### config.mk
export PLATFORM = sky130hd
export DESIGN_NAME = search_handoff_ctrl
export DESIGN_NICKNAME = d
export VERILOG_FILES = /design/src/rtl/hoff_pkg.sv /design/src/rtl/hoff_ctx.sv /design/src/rtl/hoff_seq.sv /design/src/rtl/search_handoff_ctrl.sv
export SDC_FILE = /design/constraint.sdc
export NUM_CORES = 1
export LEC_CHECK = 0
export ABC_AREA = 1
export BUFFER_PORTS_ARGS = -buffer_cell sky130_fd_sc_hd__buf_2
export CAP_MARGIN = 20
export CORE_MARGIN = 10
export CORE_UTILIZATION = 35
export DETAILED_ROUTE_END_ITERATION = 6
export PLACE_DENSITY = 0.62
export SETUP_SLACK_MARGIN = 0.15
export SLEW_MARGIN = 30
export SYNTH_ARGS = -nofsm -noshare
export SYNTH_HDL_FRONTEND = slang
export SYNTH_SLANG_ARGS = --single-unit
### constraint.sdc
create_clock -name clk -period 1.7 [get_ports clk]
set_input_delay 0.17 -clock clk [delete_from_list [all_inputs] [get_ports clk]]
set_output_delay 0.17 -clock clk [all_outputs]
set_load 0.005 [all_outputs]
### src/rtl/hoff_pkg.sv
package hoff_pkg;

  typedef enum logic [2:0] {
    ST_IDLE  = 3'd0,
    ST_REQ   = 3'd1,
    ST_ACQ   = 3'd2,
    ST_RUN   = 3'd3,
    ST_YIELD = 3'd4,
    ST_FLOAT = 3'd5,
    ST_PARK  = 3'd6
  } hoff_state_e;

  typedef enum logic {
    ORG_MISS = 1'b0,
    ORG_CMD  = 1'b1
  } hoff_origin_e;

endpackage

### src/rtl/hoff_ctx.sv
module hoff_ctx
  import hoff_pkg::*;
#(
  parameter int ADDR_W = 24,
  parameter int FC_W   = 4,
  parameter bit CMP_FC = 1'b1
) (
  input  logic              clk,
  input  logic              rst,
  input  hoff_state_e       state_i,
  input  logic              start_miss_i,
  input  logic              start_cmd_i,
  input  logic [ADDR_W-1:0] req_addr_i,
  input  logic [FC_W-1:0]   req_fc_i,
  input  logic              retry_i,
  input  logic              internal_op_i,
  input  logic              cycle_done_i,
  input  logic              search_done_i,
  output hoff_origin_e      origin_o,
  output logic              resume_sel_o
);

  localparam int TAG_W = ADDR_W + FC_W;

  logic [ADDR_W-1:0] tag_addr_r;
  logic [FC_W-1:0]   tag_fc_r;
  hoff_origin_e      origin_r;
  logic              resumable_r;
  logic              dirty_r;
  logic              tag_match;
  logic              holding;
  logic              starting;
  logic              saving;
  logic              retry_miss;

  generate
    if (CMP_FC) begin : g_cmp_full
      logic [TAG_W-1:0] tag_now;
      logic [TAG_W-1:0] tag_req;
      assign tag_now   = {tag_addr_r, tag_fc_r};
      assign tag_req   = {req_addr_i, req_fc_i};
      assign tag_match = (tag_now == tag_req);
    end else begin : g_cmp_addr
      assign tag_match = (tag_addr_r == req_addr_i);
    end
  endgenerate

  assign holding    = (state_i == ST_PARK) || (state_i == ST_REQ);
  assign starting   = (state_i == ST_IDLE) && (start_miss_i || start_cmd_i);
  assign saving     = (state_i == ST_YIELD) && cycle_done_i;
  assign retry_miss = (state_i == ST_PARK) && (origin_r == ORG_MISS) && retry_i;

  always_ff @(posedge clk) begin
    if (rst) begin
      tag_addr_r  <= '0;
      tag_fc_r    <= '0;
      origin_r    <= ORG_MISS;
      resumable_r <= 1'b0;
      dirty_r     <= 1'b0;
    end else begin
      if (starting) begin
        origin_r    <= start_miss_i ? ORG_MISS : ORG_CMD;
        tag_addr_r  <= req_addr_i;
        tag_fc_r    <= req_fc_i;
        resumable_r <= 1'b0;
        dirty_r     <= 1'b0;
      end
      if (saving) begin
        resumable_r <= !search_done_i;
        dirty_r     <= 1'b0;
      end
      if ((state_i == ST_RUN) && search_done_i) begin
        resumable_r <= 1'b0;
      end
      if (retry_miss && !tag_match) begin
        tag_addr_r  <= req_addr_i;
        tag_fc_r    <= req_fc_i;
        resumable_r <= 1'b0;
      end
      if (holding && internal_op_i) begin
        dirty_r <= 1'b1;
      end
      if (state_i == ST_ACQ) begin
        dirty_r <= 1'b0;
      end
    end
  end

  assign origin_o     = origin_r;
  assign resume_sel_o = resumable_r && !dirty_r && !(holding && internal_op_i);

  // a mismatching retry leaves nothing to resume
  a_r9_mismatch_drops_point: assert property (@(posedge clk) disable iff (rst)
    (retry_miss && !tag_match) |=> !resume_sel_o);

endmodule

### src/rtl/hoff_seq.sv
module hoff_seq
  import hoff_pkg::*;
(
  input  logic         clk,
  input  logic         rst,
  input  logic         start_miss_i,
  input  logic         start_cmd_i,
  input  logic         retry_i,
  input  logic         grant_in_i,
  input  logic         cycle_done_i,
  input  logic         search_done_i,
  input  logic         own_grant_i,
  input  hoff_origin_e origin_i,
  input  logic         resume_sel_i,
  output hoff_state_e  state_o,
  output logic         grant_out_o,
  output logic         grant_ack_o,
  output logic         drive_en_o,
  output logic         bus_req_o,
  output logic         cmd_resume_o,
  output logic         cmd_restart_o,
  output logic         cmd_wait_o
);

  hoff_state_e state_r, state_n;
  logic        fin_r, fin_n;

  always_comb begin
    state_n = state_r;
    fin_n   = fin_r;
    unique case (state_r)
      ST_IDLE: begin
        fin_n = 1'b0;
        if (start_miss_i || start_cmd_i) state_n = ST_REQ;
      end
      ST_REQ: begin
        if (own_grant_i) state_n = ST_ACQ;
      end
      ST_ACQ: begin
        fin_n   = 1'b0;
        state_n = ST_RUN;
      end
      ST_RUN: begin
        if (search_done_i) begin
          fin_n   = 1'b1;
          state_n = ST_FLOAT;
        end else if (grant_in_i) begin
          state_n = ST_YIELD;
        end
      end
      ST_YIELD: begin
        if (cycle_done_i) begin
          fin_n   = search_done_i;
          state_n = ST_FLOAT;
        end
      end
      ST_FLOAT: begin
        state_n = fin_r ? ST_IDLE : ST_PARK;
      end
      ST_PARK: begin
        if (origin_i == ORG_CMD)  state_n = ST_REQ;
        else if (retry_i)         state_n = ST_REQ;
      end
      default: state_n = ST_IDLE;
    endcase
  end

  always_ff @(posedge clk) begin
    if (rst) begin
      state_r       <= ST_IDLE;
      fin_r         <= 1'b0;
      grant_out_o   <= 1'b0;
      grant_ack_o   <= 1'b0;
      drive_en_o    <= 1'b0;
      bus_req_o     <= 1'b0;
      cmd_resume_o  <= 1'b0;
      cmd_restart_o <= 1'b0;
      cmd_wait_o    <= 1'b0;
    end else begin
      state_r       <= state_n;
      fin_r         <= fin_n;
      grant_out_o   <= (state_n == ST_YIELD) || (state_n == ST_FLOAT && !fin_n);
      grant_ack_o   <= (state_n == ST_ACQ) || (state_n == ST_RUN) ||
                       (state_n == ST_YIELD) || (state_n == ST_FLOAT);
      drive_en_o    <= (state_n == ST_ACQ) || (state_n == ST_RUN) ||
                       (state_n == ST_YIELD);
      bus_req_o     <= (state_n == ST_REQ);
      cmd_resume_o  <= (state_n == ST_ACQ) && resume_sel_i;
      cmd_restart_o <= (state_n == ST_ACQ) && !resume_sel_i;
      cmd_wait_o    <= (state_n == ST_PARK) && (origin_i == ORG_MISS);
    end
  end

  assign state_o = state_r;

  // grant-out only follows a sampled grant-in
  a_r2_gout_after_gin: assert property (@(posedge clk) disable iff (rst)
    $rose(grant_out_o) |-> $past(grant_in_i));

  // lines float only once a bus cycle has ended
  a_r3_release_at_cycle_end: assert property (@(posedge clk) disable iff (rst)
    $fell(drive_en_o) |-> $past(cycle_done_i || search_done_i));

  // float first, then drop acknowledge
  a_r4_float_before_unack: assert property (@(posedge clk) disable iff (rst)
    $fell(grant_ack_o) |-> $past(!drive_en_o));

  a_r4_drive_needs_ack: assert property (@(posedge clk) disable iff (rst)
    drive_en_o |-> grant_ack_o);

  // waiting for a retry never requests the bus
  a_r5_wait_no_request: assert property (@(posedge clk) disable iff (rst)
    cmd_wait_o |-> !bus_req_o);

  // commands only after a fresh request, grant and acknowledge
  a_r10_cmd_after_regain: assert property (@(posedge clk) disable iff (rst)
    (cmd_resume_o || cmd_restart_o) |-> (grant_ack_o && $past(own_grant_i) && $past(bus_req_o)));

  // commands are mutually exclusive
  a_r11_one_command: assert property (@(posedge clk) disable iff (rst)
    $onehot0({cmd_resume_o, cmd_restart_o, cmd_wait_o}));

endmodule

### src/rtl/search_handoff_ctrl.sv
module search_handoff_ctrl
  import hoff_pkg::*;
#(
  parameter int ADDR_W = 24,
  parameter int FC_W   = 4,
  parameter bit CMP_FC = 1'b1
) (
  input  logic              clk,
  input  logic              rst,
  input  logic              start_miss_i,
  input  logic              start_cmd_i,
  input  logic [ADDR_W-1:0] req_addr_i,
  input  logic [FC_W-1:0]   req_fc_i,
  input  logic              retry_i,
  input  logic              internal_op_i,
  input  logic              grant_in_i,
  input  logic              cycle_done_i,
  input  logic              search_done_i,
  input  logic              own_grant_i,
  output logic              grant_out_o,
  output logic              grant_ack_o,
  output logic              drive_en_o,
  output logic              bus_req_o,
  output logic              cmd_resume_o,
  output logic              cmd_restart_o,
  output logic              cmd_wait_o
);

  hoff_state_e  state;
  hoff_origin_e origin;
  logic         resume_sel;

  hoff_ctx #(
    .ADDR_W (ADDR_W),
    .FC_W   (FC_W),
    .CMP_FC (CMP_FC)
  ) u_ctx (
    .clk           (clk),
    .rst           (rst),
    .state_i       (state),
    .start_miss_i  (start_miss_i),
    .start_cmd_i   (start_cmd_i),
    .req_addr_i    (req_addr_i),
    .req_fc_i      (req_fc_i),
    .retry_i       (retry_i),
    .internal_op_i (internal_op_i),
    .cycle_done_i  (cycle_done_i),
    .search_done_i (search_done_i),
    .origin_o      (origin),
    .resume_sel_o  (resume_sel)
  );

  hoff_seq u_seq (
    .clk           (clk),
    .rst           (rst),
    .start_miss_i  (start_miss_i),
    .start_cmd_i   (start_cmd_i),
    .retry_i       (retry_i),
    .grant_in_i    (grant_in_i),
    .cycle_done_i  (cycle_done_i),
    .search_done_i (search_done_i),
    .own_grant_i   (own_grant_i),
    .origin_i      (origin),
    .resume_sel_i  (resume_sel),
    .state_o       (state),
    .grant_out_o   (grant_out_o),
    .grant_ack_o   (grant_ack_o),
    .drive_en_o    (drive_en_o),
    .bus_req_o     (bus_req_o),
    .cmd_resume_o  (cmd_resume_o),
    .cmd_restart_o (cmd_restart_o),
    .cmd_wait_o    (cmd_wait_o)
  );

endmodule

* After elaboration in Yosys (flattened, before gate mapping)
Cells that the tools add are included.
** Word-level totals
- Bits of input ports :: 38
- Register bits after elaboration :: 42
- Output and inout port bits :: 7
- Logic and storage cells :: 81
** Operators by class
- Eq/ne operators :: 13
- Reductions and logical operators :: 32
- Bitwise logic cells :: 1
- Multiplexer cells :: 21
** Operators by type and width (count)
- $mux 24 :: 2
- $eq 28x28->1 :: 1
- $mux 3 :: 8
- $pmux 3 s7 :: 1
- $eq 3x3->1 const B :: 6
- $logic_and 1x1->1 :: 13
- $eq 3x2->1 const B :: 4
- $mux 4 :: 2
- $mux 1 :: 7
- $eq 3x1->1 const B :: 2
- $logic_not 1->1 :: 6
- $logic_or 1x1->1 :: 6
- $reduce_bool 2->1 :: 2
- $reduce_or 2->1 :: 2
- $logic_not 3->1 :: 1
- $pmux 1 s3 :: 1
- $reduce_bool 3->1 :: 1
- $reduce_or 3->1 :: 1
- $not 1->1 :: 1

* Longest topological paths before layout
Gate-level depths: netlist of the first run.
- Word-level depth :: 7
- Gate-level depth with buffers :: 14
- Depth with buffers taken out :: 12

* Modules after synthesis
From an unflattened synthesis of the first run, not the netlist that was laid out.
** Second synthesis, totals
- Cells, all modules :: 378
- Area, all modules :: 2403.6 um^2
** By module, submodules not included
- hoff_ctx :: times used 1, area each 1833.0 um^2, cells an instance 295
- hoff_seq :: times used 1, area each 570.5 um^2, cells an instance 83

* Worst setup path before layout of the first run
OpenSTA, ideal clock, no wires.
- Kind :: register to register
- Start :: reg u_seq.state_r[0], in the netlist u_seq.state_o[0]
- End :: reg u_ctx.tag_addr_r[0]
- Arrival :: 1261 ps
- Stages on the path, launching flop included :: 8
- Setup slack :: 324 ps
- Library setup time :: 115 ps
- Data required time :: 1585 ps
- Clock period less this slack :: 1376 ps
- Cell sequence :: dfxtp_1 or2_1 nor2_2 o21ai_2 buf_6 buf_2 a21oi_1 nor2_1
** Between the ends
- Word-level cells in the longest chain between the ends :: 5
- Elaborated cells between the ends (all ways) :: 8
- Those cells by class :: eq/ne: 1; mux: 1; reduce/logical: 6
** Ends and longest elaborated chain
- start, declared :: RTL line hoff_seq.sv:25 : hoff_state_e state_r, state_n;
- start signal, assigned :: RTL line hoff_seq.sv:80 : state_r <= state_n;
- $eq 3x3->1 :: RTL line hoff_ctx.sv:51 : assign retry_miss = (state_i == ST_PARK) && (origin_r == ORG_MISS) && retry_i;
- $logic_and 1x1->1 (2 in a row) :: RTL line hoff_ctx.sv:51
- $logic_and 1x1->1 :: RTL line hoff_ctx.sv:75 : if (retry_miss && !tag_match) begin
- $mux 24 / $reduce_bool 2->1 (equally long branches)
- end signal, assigned :: RTL line hoff_ctx.sv:63 : tag_addr_r <= req_addr_i;
- end signal, assigned :: RTL line hoff_ctx.sv:76 : tag_addr_r <= req_addr_i;
- end, declared :: RTL line hoff_ctx.sv:25 : logic [ADDR_W-1:0] tag_addr_r;
Parallel ways exist; a longest one is shown, timed or not.
A chain may end at the register's enable or synchronous reset.

* Worst setup path after layout of the first run
- Start :: reg u_ctx.tag_addr_r[23]
- End :: reg u_ctx.tag_addr_r[18]
** Between the ends
- Word-level cells in the longest chain between the ends :: 4
- Elaborated cells between the ends (all ways) :: 5
- Those cells by class :: eq/ne: 1; mux: 1; reduce/logical: 3
** Ends and longest elaborated chain
- $eq 28x28->1 * :: RTL line hoff_ctx.sv:42 : assign tag_match = (tag_now == tag_req);
- $logic_not 1->1 * :: RTL line hoff_ctx.sv:75
- $logic_and 1x1->1 * :: RTL line hoff_ctx.sv:75
- $mux 24 / $reduce_bool 2->1 (equally long branches)
Every way passes the cells marked *; elsewhere a longest branch is shown, timed or not.

==> run metrics, run 1 <==
status finished, final reports clean; post-DP HPWL 3.875 mm; CP endpoint kind flop; max-cap violations 0; critical path cell sequence xnor2_1 > nand2_1 > nor2_1 > nand2_1 > nor2_1 > nand2_1 > nand2_4 > clkbuf_16 > nand3_1 > nand2_1 > nor2_1; clk_lat worst skew 0.29 ns; die width 101.5 µm; CTS Buffer Depth 2; Slew Limit Fails 0; Slowest cell on crit path dfxtp_1; Die H 101.5 µm; largest net degree at the start of global routing 58; Final Skew 0.009857 ns; Fmax 648.5 MHz; hold buffers post-CTS 0; Max VDD drop 0.0004740 V; TritonCTS Sinks 42; pre-CTS setup slack 0.07337 ns; Reg-to-Reg Start u_ctx.tag_addr_r[23]; Final Util 0.4422; layout cells sized above 1 0.2105; Filler cells 679; Synthesized Nets 395; Netlist cell types 27; initial antenna violation count 0; Starting DRT DRC Count 129; PwrDens 974.6 nW/µm²; total gr overflow 0; Pwr Total 2.752 mW; Ant. Diodes 0; Synth warnings 0; final setup fails 0; DRC 0; Crit path required time 1.88 ns; Area after DPL 2608 µm²; min Tclk post-route 1.542 ns; Initial Utilization 0.3636; arrival time worst endpoint 1.72 ns; RSZ-0062 raised after global routing yes; Num CTS Buffers 5; layout net count 437; period utilization 0.9070; CP peak stage delay 0.33 ns; Setup TNS 0 ns; Worst-Margin Slew 0.2950 ns; Area growth syn-to-layout 21.61%; total number of vias 2175; Die Area 10290 µm²; CTS HTree Levels 2; Final Hold Violating Endpoints 0; CTS root buf clkbuf_8; Routed WL per cell 11.69 µm; predominant post-synthesis flop cell dfxtp_1; worst setup margin 0.1580 ns; Leak 1.400 nW; ANT nets after route 0; Core Rows 29; Routed Wire Length 5.565 mm; TritonCTS clock tree built; HP Start req_addr_i[15]; Post-synth EDFFs 0; kind of critical path flop to flop; Hold Path Class input pin to flop; Worst setup SP type flop; Core Box Area 6386 µm²; cells after synthesis 357; Slew HR 0.8019; most used cell, CP nand2_1; vias in the first global route 2060; sequential-to-total area share from yosys stat 0.3621; CP startpoint u_ctx.tag_addr_r[23]; gr usage total 0.1055; Top reg by flops u_ctx.tag_addr_r; design area 2824 µm²; Synth Cell Area 2322 µm²; max reg flops 24; GP Congestion 0.8401; I/O Pins 45; Async S/R FF share, synth 0; Clock transition at path regs 0.08 ns; DR pass1 iterations 4; IO buf count 44; global-route wire length before repair 9.066 mm; Syn Area/Cell 6.505 µm²; CP Max Fanout 14; Yosys reg bits 42; Via density 4.569
==> per-stage QoR <==
step | hold slack [ns] | std cells
detailed placement | 0.4242 | 466
global route | 0.1332 | 476
floorplan | 0.3017 | 357
finish | 0.1217 | 476
global placement | 0.4230 | 466
CTS | 0.1207 | 473
==> where the power goes <==
part,total (mW),switching (mW),internal [mW]
combinational,0.892,0.498,0.394
sequential,1.26,0.106,1.15
clock,0.602,0.319,0.283
==> cells in the final DEF (no fill, tap or decap), types with 2 or more instances in the layout <==
master,instances
a211oi_1,2
a21oi_1,30
a31oi_2,2
buf_12,3
buf_2,44
clkbuf_1,2
clkbuf_16,3
clkbuf_8,5
dfxtp_1,36
dfxtp_2,5
inv_1,46
inv_2,8
nand2_1,90
nand3_1,32
nor2_1,44
nor2_2,2
o211ai_1,2
o21ai_0,7
xnor2_1,18
==> cells in the mapped netlist (4+ instances only) <==
cell | number | area share
buf_6 | 5 | 0.024
nand3_1 | 33 | 0.071
buf_2 | 7 | 0.015
a21oi_1 | 30 | 0.065
inv_1 | 50 | 0.081
o21ai_0 | 7 | 0.015
nand2_1 | 91 | 0.15
nor2_1 | 45 | 0.073
xnor2_1 | 18 | 0.068
dfxtp_1 | 42 | 0.36
clkbuf_1 | 4 | 0.0065
inv_2 | 4 | 0.0065
==> final timing paths <==
kind | to | slack (ns) | depth (start not counted)
max | u_ctx.tag_addr_r[18] | 0.16 | 11
min | u_ctx.tag_addr_r[15] | 0.12 | 3
max reg2reg | u_ctx.tag_addr_r[18] | 0.16 | 11
min reg2reg | u_seq.cmd_resume_o | 0.46 | 1
==> metal layers <==
| layer | vias to the layer above | routed length, µm | global-route usage |
|---|---|---|---|
| met2 | 30 | 2559 | 0.1680 |
| met4 | 0 | 63 | 0.03215 |
| met3 | 6 | 275 | 0.03812 |
| met1 | 947 | 2667 | 0.1300 |
| li1 | 1192 | - | - |
| met5 | - | 0 | 0 |
==> logic make-up after synthesis <==
group                  Yosys count  synth area share
AO/OA/AOI/OAI                   47            0.1110
flip-flops                      42            0.3621
buffers and inverters           70            0.1331
XOR/XNOR                        18           0.06789
AND/OR/NAND/NOR                180            0.3260
==> area by class of cell <==
class                   instances  area (µm²)  share of cell area
flip-flops and latches         42       850.8              0.3013
clock buffers                   7       76.32             0.02703
inverters                      54       202.7             0.07178
multi-input cells             245        1235              0.4373
well taps                      77       96.34             0.03412
repair buffers                 51       362.8              0.1285
==> critical path: cells and delay by family, from the launching register on <==
kind	cells	cell delay, ns
XOR/XNOR	1	0.19
AND/OR/NAND/NOR	9	0.73
flip-flops	1	0.33
buffers and inverters	1	0.19
==> timing repair <==
item,in CTS,in global routing
setup buffers,0,0
pin swaps,0,2
endpoints found under the setup margin,29,33
gates cloned,0,3
gates resized for setup,1,21
(Power assumes the default switching activity.)
==> inputs of run 2 (changes only) <==
Settings changed: ABC_AREA 1 to 0, PLACE_DENSITY 0.62 to 0.61.
==> run 2 against run 1 <==
The flow now finishes with violations (setup timing). Final cell count shrank 14%. Clock power grew 30%. Hold slack lost 0.0079 ns. Routed wire length grew 4.3%. Highest routed layer unchanged. Synthesized area grew 7.7%. Combinational power grew 13%. First-iteration DRC count shrank 54%. Die area grew 6.2%. Flip-flop and latch count is the same. Sequential share of layout area shrank 3.8 points. Utilization grew 3.0 points. Fmax shrank 11%.
==> run metrics, run 2 <==
CTS HTree Levels 2 (unchanged); Top reg by flops u_ctx.tag_addr_r; Layout Cells excl Fill 411 (-14%); layout net count 352 (-19%); most common cell in the netlist nand2b_1; Netlist cell types 51 (+89%); cells after synthesis 253 (-29%); Async S/R FF share, synth 0 (unchanged); dpl cells 392 (-16%); gr usage total 0.09745 (-0.008074); Core Rows 30 (+3.4%); largest cells by area after synthesis dfxtp_1 (34%), nand2b_1 (14%), mux2i_1 (11%), xor2_1 (9.8%), nor4_4 (2.6%); arrival time worst endpoint 1.97 ns (+0.25 ns); Via density 4.732 (+3.6%); GP Congestion 0.8864 (+5.5%); Area growth syn-to-layout 29.76%; Starting DRT DRC Count 59 (-54%); Final Skew 0.006704 ns (-0.003154 ns); CP endpoint kind flop; Fmax 574.2 MHz (-11%); period utilization 1.024 (+0.1173); kind of critical path flop to flop; Num CTS Buffers 5 (unchanged); Core Box Area 6869 µm² (+7.6%); most frequent cells in the layout nand2b_1 (54), buf_2 (44), dfxtp_1 (36); Routed WL per cell 14.12 µm (+21%); TritonCTS clock tree built; PwrDens 917.3 nW/µm² (-5.9%); max reg flops 24 (unchanged); worst hold slack 0.1138 ns (-0.007875 ns); commonest non-fill, non-tap cell in the layout nand2b_1; total number of vias 1945 (-11%); Die Area 10930 µm² (+6.2%); Routed Wire Length 5.805 mm (+4.3%); design area 3246 µm² (+15%); Worst path top cell family by delay simple AND/OR/NAND/NOR gates; Initial Utilization 0.3641 (+0.0004803); Syn Area/Cell 9.886 µm² (+52%); Die H 104.5 µm (+3.0%); vias in the first global route 1969 (-4.4%); die width 104.5 µm (+3.0%); clk_lat worst skew 0.29 ns (about the same); DRC 0 (unchanged); share of the synthesized area in the top cell type 0.3362 (-0.02590); min Tclk post-route 1.741 ns (+0.1995 ns); sequential-to-total area share from yosys stat 0.3362 (-0.02590); Final Hold Violating Endpoints 0 (unchanged); RSZ-0062 raised after global routing yes; most frequent cells after synthesis nand2b_1 (54), dfxtp_1 (42), mux2i_1 (28), xor2_1 (28), nor2_1 (11); Max VDD drop 0.0005178 V (+9.2%); DR pass1 iterations 4 (unchanged); worst setup margin -0.04145 ns (-0.1995 ns); Yosys reg bits 42 (unchanged); ANT nets after route 0 (unchanged); I/O Pins 45 (unchanged); Pwr Total 2.977 mW (+8.2%); Slowest cell on crit path dfxtp_2; Leak 1.432 nW (+2.4%); predominant post-synthesis flop cell dfxtp_1; Crit path required time 1.92 ns (+0.04 ns); Post-synth EDFFs 0 (unchanged); initial antenna violation count 0 (unchanged); critical path cell sequence xor2_1 > nor4_4 > nand4_1 > o22ai_4 > buf_12 > clkbuf_16 > mux2i_1; CTS root buf clkbuf_8; Worst setup SP type flop; post-DP HPWL 4.105 mm (+5.9%); hold buffers post-CTS 0 (unchanged); Synth warnings 0 (unchanged); Worst-Margin Slew 0.3449 ns (+0.04995 ns); total gr overflow 0 (unchanged); CTS Buffer Depth 2 (unchanged); Synth Cell Area 2501 µm² (+7.7%); final setup fails 23 (+23); Slew Limit Fails 0 (unchanged); CP peak stage delay 0.33 ns (about the same); status complete, but fails checks; Slew HR 0.7701 (-0.03182); Setup TNS -0.5613 ns (-0.5613 ns); failing checks setup timing; Hold Path Class input pin to flop; layout cells sized above 1 0.3746 (+0.1641); Buf+Inv Stages, Crit Path 2 (+1); IO buf count 44 (unchanged); global-route wire length before repair 9.073 mm (about the same); CP Max Fanout 8 (-6); max-cap violations 0 (unchanged); Synthesized Nets 291 (-26%); dominant cell type by area after synthesis dfxtp_1; Area after DPL 2845 µm² (+9.1%); largest net degree at the start of global routing 50 (-14%); Clock transition at path regs 0.08 ns (about the same); Ant. Diodes 0 (unchanged); TritonCTS Sinks 42 (unchanged)
-- run 2: cell count changes after synthesis, sizes merged, moves of 4 or more --
cell and delta:
a21oi -26, nand2b +55, o21ai -8, nor4 +7, buf -4, nand2 -85
inv -49, nor2 -35, xor2 +28, nand3 -30, xnor2 -18, or2b +4
mux2i +28
-- run 2: worst register-to-register path, stage by stage, from the launching register on --
cell,delay (ns)
dfxtp_2,0.33
xor2_1,0.17
nor4_4,0.32
nand4_1,0.19
o22ai_4,0.18
buf_12,0.15
clkbuf_16,0.16
mux2i_1,0.18
-- run 2: per-stage QoR --
step             util  setup slack, ns
2_1_floorplan       -           0.1588
3_3_place_gp   0.4142         -0.04231
3_5_place_dp   0.4142         -0.08673
4_1_cts        0.4350         -0.05825
5_1_grt        0.4725          -0.1488
6_report       0.4725         -0.04145
-- run 2: what timing repair did --
item / in CTS / in global routing
setup endpoints to repair: 36 / 35
endpoints found under the hold margin: 0 / 0
buffers inserted: 2 / 6
gates resized for setup: 9 / 27
gates cloned: 0 / 3
pin swaps: 8 / 10
-- run 2: worst paths after layout --
check / start / to / slack, ns / depth (start not counted)
min: start_miss_i / u_ctx.origin_o / 0.11 / 2
max: u_ctx.tag_addr_r[16] / u_ctx.tag_fc_r[2] / -0.04 / 7
min reg2reg: u_ctx.tag_addr_r[3] / u_ctx.tag_addr_r[3] / 0.49 / 2
max reg2reg: u_ctx.tag_addr_r[16] / u_ctx.tag_fc_r[2] / -0.04 / 7
-- run 2: cell families after synthesis --
group,share of synthesized area
mux,0.1181
compound gates,0.08304
xor+xnor,0.09805
flops,0.3362
simple gates,0.3047
buf+inv,0.06003
-- run 2: layout make-up --
cell class,instances,area (µm²)
fill,659,3623
clock inverter,1,30.03
multi-input combinational,192,1623
tap,96,120.1
timing repair buffer,68,516.7
clock buffer,7,76.32
inverter,5,23.77
sequential,42,855.8
-- run 2: where the power goes --
part | internal, mW | leakage (nW) | switching [mW]
combinational | 0.548 | 1.03 | 0.464
sequential | 1.10 | 0.348 | 0.0819
clock | 0.440 | 0.0524 | 0.341
total | 2.09 | 1.43 | 0.888
-- run 2: routing by layer --
metal  track usage  share of wire
met5             0              0
met4       0.03082          0.013
met3       0.03071          0.054
met2        0.1544           0.48
met1        0.1227           0.46
